File: src/rtl/sercom_regfile.sv
module sercom_regfile #(
  parameter int GAP_CYC = 4
) (
  input  logic         clk,
  input  logic         rst_n,
  input  logic         sel,
  input  logic         chan,
  input  logic         data_port,
  input  logic         rd,
  input  logic         wr,
  input  logic [7:0]   wdata,
  input  logic [7:0]   rr0_a,
  input  logic [7:0]   rr0_b,
  input  logic [7:0]   rr1_a,
  input  logic [7:0]   rr1_b,
  input  logic [7:0]   rr10_a,
  input  logic [7:0]   rr10_b,
  input  logic [7:0]   rxd_a,
  input  logic [7:0]   rxd_b,
  input  logic [7:0]   vec_live,
  input  logic [5:0]   ipend,
  output logic [7:0]   rdata,
  output logic         ev_chan,
  output logic         tx_stb,
  output logic [7:0]   tx_byte,
  output logic         cmd_stb,
  output logic [2:0]   cmd_code,
  output logic [1:0]   crc_code,
  output logic         rst_stb,
  output logic [1:0]   rst_code,
  output logic         dpll_stb,
  output logic [2:0]   dpll_cmd,
  output logic         gap_err,
  output logic [127:0] cfg_a,
  output logic [127:0] cfg_b
);
  localparam int CW = $clog2(GAP_CYC + 1);
  localparam logic [CW-1:0] GAP = CW'(GAP_CYC);

  logic [CW-1:0] gcnt;
  logic [3:0]    ptr [2];
  logic [7:0]    wreg [2][16];
  logic [7:0]    opt [2];
  logic [7:0]    vec;
  logic [5:0]    mic;
  logic [7:0]    rd_val;

  wire       acc     = sel && (rd || wr);
  wire       ok      = acc && (gcnt == GAP);
  wire [3:0] cur     = ptr[chan];
  wire       ext     = opt[chan][6];
  wire       opt_sel = wreg[chan][15][0];
  wire [7:0] rxd     = chan ? rxd_b : rxd_a;
  wire [3:0] ptr_nx  = {wdata[5:3] == 3'b001, wdata[2:0]};

  always_comb begin
    rd_val = 8'h00;
    if (data_port) rd_val = rxd;
    else case (cur)
      4'd0:  rd_val = chan ? rr0_b : rr0_a;
      4'd1:  rd_val = chan ? rr1_b : rr1_a;
      4'd2:  rd_val = chan ? vec_live : vec;
      4'd3:  rd_val = chan ? 8'h00 : {2'b00, ipend};
      4'd4:  rd_val = ext ? wreg[chan][4] : 8'h00;
      4'd5:  rd_val = ext ? wreg[chan][5] : 8'h00;
      4'd8:  rd_val = rxd;
      4'd9:  rd_val = ext ? wreg[chan][3] : 8'h00;
      4'd10: rd_val = chan ? rr10_b : rr10_a;
      4'd11: rd_val = ext ? wreg[chan][10] : 8'h00;
      4'd12, 4'd13, 4'd15: rd_val = wreg[chan][cur];
      default: rd_val = 8'h00;
    endcase
  end

  always_comb begin
    for (int i = 0; i < 16; i++) begin
      cfg_a[i*8 +: 8] = wreg[0][i];
      cfg_b[i*8 +: 8] = wreg[1][i];
    end
    cfg_a[2*8 +: 8] = vec;          cfg_b[2*8 +: 8] = vec;
    cfg_a[8*8 +: 8] = opt[0];       cfg_b[8*8 +: 8] = opt[1];
    cfg_a[9*8 +: 8] = {2'b00, mic}; cfg_b[9*8 +: 8] = {2'b00, mic};
  end

  always_ff @(posedge clk) begin
    if (!rst_n) begin
      gcnt <= GAP;
      for (int c = 0; c < 2; c++) begin
        ptr[c] <= '0;
        opt[c] <= '0;
        for (int i = 0; i < 16; i++) wreg[c][i] <= '0;
      end
      vec <= '0; mic <= '0; rdata <= '0; ev_chan <= 1'b0;
      tx_stb <= 1'b0; tx_byte <= '0; cmd_stb <= 1'b0; cmd_code <= '0; crc_code <= '0;
      rst_stb <= 1'b0; rst_code <= '0; dpll_stb <= 1'b0; dpll_cmd <= '0; gap_err <= 1'b0;
    end else begin
      tx_stb <= 1'b0; cmd_stb <= 1'b0; rst_stb <= 1'b0; dpll_stb <= 1'b0;
      gap_err <= acc && !ok;
      if (ok) gcnt <= CW'(1);
      else if (gcnt != GAP) gcnt <= gcnt + CW'(1);
      if (ok) begin
        ev_chan <= chan;
        if (!wr) rdata <= rd_val;
        if (data_port) begin
          if (wr) begin tx_stb <= 1'b1; tx_byte <= wdata; end
        end else if (cur == 4'd0) begin
          if (wr) begin
            ptr[chan] <= ptr_nx;
            cmd_stb   <= (wdata[5:3] >= 3'd2) || (wdata[7:6] != 2'b00);
            cmd_code  <= wdata[5:3];
            crc_code  <= wdata[7:6];
          end
        end else begin
          ptr[chan] <= '0;
          if (wr) case (cur)
            4'd2: vec <= wdata;
            4'd7: if (opt_sel) opt[chan] <= wdata; else wreg[chan][7] <= wdata;
            4'd8: begin tx_stb <= 1'b1; tx_byte <= wdata; end
            4'd9: begin
              mic <= wdata[5:0];
              rst_stb <= wdata[7:6] != 2'b00;
              rst_code <= wdata[7:6];
            end
            4'd14: begin
              wreg[chan][14] <= {3'b000, wdata[4:0]};
              dpll_stb <= wdata[7:5] != 3'b000;
              dpll_cmd <= wdata[7:5];
            end
            default: wreg[chan][cur] <= wdata;
          endcase
        end
      end
    end
  end

  p_ignored_r13: assert property (@(posedge clk) disable iff (!rst_n)
    gap_err |-> !(tx_stb || cmd_stb || rst_stb || dpll_stb));
  p_ptr_clear_r2: assert property (@(posedge clk) disable iff (!rst_n)
    (ok && !data_port && cur != 4'd0) |=> ptr[$past(chan)] == 4'd0);
  p_data_ptr_r12: assert property (@(posedge clk) disable iff (!rst_n)
    (ok && data_port) |=> $stable(ptr[0]) && $stable(ptr[1]));
  p_rst_code_r7: assert property (@(posedge clk) disable iff (!rst_n)
    rst_stb |-> rst_code != 2'b00 && cfg_a[79:78] == 2'b00);
  p_dpll_r8: assert property (@(posedge clk) disable iff (!rst_n)
    dpll_stb |-> dpll_cmd != 3'b000 && cfg_a[119:117] == 3'b000 && cfg_b[119:117] == 3'b000);
  p_cmd_r3: assert property (@(posedge clk) disable iff (!rst_n)
    cmd_stb |-> (cmd_code >= 3'd2 || crc_code != 2'b00));
  p_rdhold_r14: assert property (@(posedge clk) disable iff (!rst_n)
    !(ok && !wr) |=> $stable(rdata));
  p_rr3b_r9: assert property (@(posedge clk) disable iff (!rst_n)
    (ok && !wr && chan && !data_port && cur == 4'd3) |=> rdata == 8'h00);
endmodule

File: config.mk
export PLATFORM = sky130hd
export DESIGN_NAME = sercom_regfile
export DESIGN_NICKNAME = d
export VERILOG_FILES = /design/src/rtl/sercom_regfile.sv
export SDC_FILE = /design/constraint.sdc
export NUM_CORES = 1
export LEC_CHECK = 0
export ABC_AREA = 0
export BUFFER_PORTS_ARGS = -buffer_cell sky130_fd_sc_hd__buf_2
export CAP_MARGIN = 5
export CORE_MARGIN = 3
export CORE_UTILIZATION = 35
export DETAILED_ROUTE_END_ITERATION = 8
export SLEW_MARGIN = 10
export SYNTH_ARGS = -nofsm -noshare
export SYNTH_HDL_FRONTEND = slang
export SYNTH_SLANG_ARGS = --single-unit
File: constraint.sdc
create_clock -name clk -period 8.35 [get_ports clk]
set_input_delay 0.4175 -clock clk [delete_from_list [all_inputs] [get_ports clk]]
set_output_delay 0.4175 -clock clk [all_outputs]
set_load 0.05 [all_outputs]
==> flow_summary_export.csv <==
group,metric,value,unit
critical_path,critPathLaunchType,"input port",
synthesis,postSynthCellCount,1384,
drt,drtIter0Drc,1594,
drt,final_antenna_net_count,0,
grt,use_met2,0.418,
synthesis,synth_warnings,0,
drt,post_drt_wl_per_cell,32.3,um
power_and_ir_drop,power_density,224,nW/um^2
critical_path,timing.rr.start,"ptr[0][1]$_SDFFCE_PN0P_",
synthesis,synth.avg_cell_area,12.0,um^2
synthesis,synth_seq_cells,325,
hold_path,hold_path_class,"input port to flop",
cells_and_area,regArea,9270,um^2
clock_network,tritoncts,"done",
critical_path,worstPathRequired,8.50,ns
grt,antenna_found_initial,7,
clock_network,cts_made_buffers,36,
sta,finalCritPeriodShare,0.556,
cells_and_area,fin_nets,1653,
place,dp.cells,2127,
critical_path,path_common_cell,"buf_4",
sta,setup_tns,0,ns
grt,grt_max_degree,57,
cells_and_area,mostFrequentLayoutCells,"buf_2 (375), edfxtp_1 (276), mux2i_1 (115)",
critical_path,cp_slowest_cell,"nor2b_1",
critical_path,ff2ff_setup_slack,3.89,ns
grt,grt_use_met3,0.0902,
grt,first_global_vias,12100,
drt,dr.pass1.iters,7,
synthesis,yosysSeqAreaShare,0.556,
sta,worstMarginPinSlew,1.29,ns
clock_network,postCtsSetupRepairBufs,0,
critical_path,crit_family,"simple AND/OR/NAND/NOR gates",
power_and_ir_drop,vdd_drop_max,0.000123,V
critical_path,path_depth,9,
critical_path,reg2reg_to,"wreg[1][93]$_DFFE_PP_",
critical_path,crit_type,"input port to flop",
clock_network,root_buffer,"clkbuf_16",
floorplanning,fp.dieW,224,um
clock_network,clockBufferDepth,3,
sta,drv_slew,0,
floorplanning,dieHeight,224,um
place,gp_congestion,0.999,
cells_and_area,final_util,0.402,
power_and_ir_drop,p_leak,7.72,nW
critical_path,endpoint_kind,"flop",
clock_network,clk_pin_slew_worst_paths,0.06,ns
floorplanning,row_count,79,
grt,grt_overflow_total,0,
sta,hold_ws,0.254,ns
critical_path,slowest_delay,0.99,ns
critical_path,crit_chain,"buf_6 > buf_4 > or3_1 > nand2_1 > o21ai_0 > nand4_1 > buf_4 > o211a_2 > nor2b_1",
cells_and_area,syn_to_final_growth,12.8,%
run_status,outcome,"finished, final reports clean",
clock_network,ctsHoldBuffers,0,
critical_path,crit_fanout,50,
sta,post-route-min-period,4.64,ns
critical_path,reg2regPathDepth,8,
synthesis,synth_cell_type_count,75,
clock_network,cts.sinks,325,
critical_path,worstPathArrival,4.79,ns
place,portBuffers,376,
cells_and_area,layout_commonest_cell,"buf_2",
grt,grt_usage,0.271,
place,dpl.hpwl,53500,um
clock_network,clk-insertion-delay-late,0.54,ns
cells_and_area,num-fill-cells,4539,
critical_path,path_buf_inv,3,
sta,final.setup_skew,0.0217,ns
drt,viasPerCell,5.73,
critical_path,crit_start,"chan",
sta,max_freq,216,MHz
clock_network,cts_resized,0,
sta,finalHoldViolations,0,
synthesis,ys.flop_type,"edfxtp_1",
job,max_cap_viol_count,0,
grt,grt_first_pass_wirelength,95400,um
synthesis,async_reset_ff_frac,0,
floorplanning,core_area,46900,um^2
sta,maxSlewHeadroom,0.141,
sta,setup_viol,0,
drt,dr_total_vias,12600,
critical_path,endpoint,"wreg[1][93]$_DFFE_PP_",
cells_and_area,drive_above_1_share,0.335,
grt,met1_usage,0.363,
synthesis,synth-edff-count,276,
grt,grt_busiest_layer,"met2",
floorplanning,dieArea,50300,um^2
floorplanning,io_pins,381,
cells_and_area,final-instance-count-excl-fill,2193,
floorplanning,start_util,0.356,
drt,totalWireLength,70800,um
synthesis,syn_area,16700,um^2
cells_and_area,multi_input_area,5350,um^2
clock_network,htreeDepth,2,
cells_and_area,antenna-diode-count,0,
sta,rsz0062_at_grt,"false",
drt,drc,0,
[Yosys cell counts, types with 5 or more instances]
library cell  number  share of area
mux2_2            31          0.021
edfxtp_1         276           0.50
mux2i_1          115          0.069
and3_1             7         0.0026
inv_1             27         0.0061
o21a_1             7         0.0032
nand4_1            5         0.0019
nor2b_1            8         0.0030
o21ai_0           37          0.011
nand3_1           12         0.0036
a22oi_1           14         0.0063
o22ai_1           34          0.013
o221ai_1           7         0.0037
nand2b_1          15         0.0056
mux4_2            12          0.016
buf_4            240           0.11
buf_2             27         0.0081
dfxtp_1           49          0.059
a31oi_1            8         0.0030
nor4_1            35          0.013
o31ai_1           14         0.0063
nand3b_1           8         0.0036
a21oi_1           35          0.011
a221oi_1          13         0.0068
nand2_1           43         0.0097
clkbuf_1          47          0.011
or2_2              5         0.0019
a32oi_1            7         0.0037
nor3_1            41          0.012
nor2_1            60          0.014
and2_1            66          0.025
[per-stage QoR]
step	power (mW)	area [um^2]	setup slack, ns
4_1_cts	4.23	18800	3.83
5_1_grt	4.33	18800	3.51
2_1_floorplan	2.40	16900	5.44
3_3_place_gp	2.59	17600	3.47
6_report	4.22	18800	3.71
3_5_place_dp	2.60	17600	3.30
[kinds of logic (layout without fill, tap and decap cells)]
family,after synthesis,in the layout,synth area share
and+or+nand+nor,333,333,0.111
DFF,325,325,0.556
other,1,48,0.000225
buffers and inverters,347,502,0.135
muxes,159,159,0.107
AOI/OAI and AO/OA,217,217,0.0892
adders and majority gates,2,2,0.00150
[power breakdown]
group          total [mW]  internal [mW]  leakage (nW)  switching (mW)
clock network        1.64          0.970         0.582           0.671
registers            1.91           1.84          3.22          0.0701
logic               0.669          0.157          3.92           0.512
[sequential cells by signal (all words and copies together) (netlist names)]
name	flops
tx_stb	1
ev_chan	1
tx_byte	8
cmd_stb	1
gcnt	3
cmd_code	3
gap_err	1
dpll_stb	1
ptr	8
rst_code	2
opt	16
rst_stb	1
mic	6
vec	8
rdata	8
dpll_cmd	3
crc_code	2
wreg	252
[per-layer routing]
layer / wire length (um) / up-vias
met2: 31500 / 993
met4: 2500 / 8
met5: 51 / -
met1: 27500 / 6189
li1: - / 5219
met3: 9230 / 147
[tightest hold or removal path, cell delays in order]
cell and delay, ns:
buf_2 0.15, mux2i_1 0.09, nor2_1 0.09
[area by class of cell]
class | count | share of cell area
Clock buffer | 47 | 0.0528
Clock inverter | 19 | 0.0113
Inverter | 28 | 0.00559
Multi-Input combinational cell | 759 | 0.284
Sequential cell | 325 | 0.493
Tap cell | 607 | 0.0404
Timing Repair Buffer | 408 | 0.113
[worst min path at each step]
stage                            startpoint                      end  slack (ns)  depth (start not counted)
finish                             wdata[1]      mic[1]$_SDFFE_PN0P_        0.25                          3
detailed placement  tx_byte[0]$_SDFFE_PN0P_  tx_byte[0]$_SDFFE_PN0P_        0.47                          2
global route                       wdata[0]      mic[0]$_SDFFE_PN0P_        0.27                          3
floorplan              gcnt[0]$_SDFFE_PN0P_     gcnt[0]$_SDFFE_PN0P_        0.47                          1
CTS                                wdata[1]      mic[1]$_SDFFE_PN0P_        0.24                          3
global placement       ev_chan$_SDFFE_PN0P_     ev_chan$_SDFFE_PN0P_        0.47                          2
Note: power is estimated with default switching activity, not from simulation.
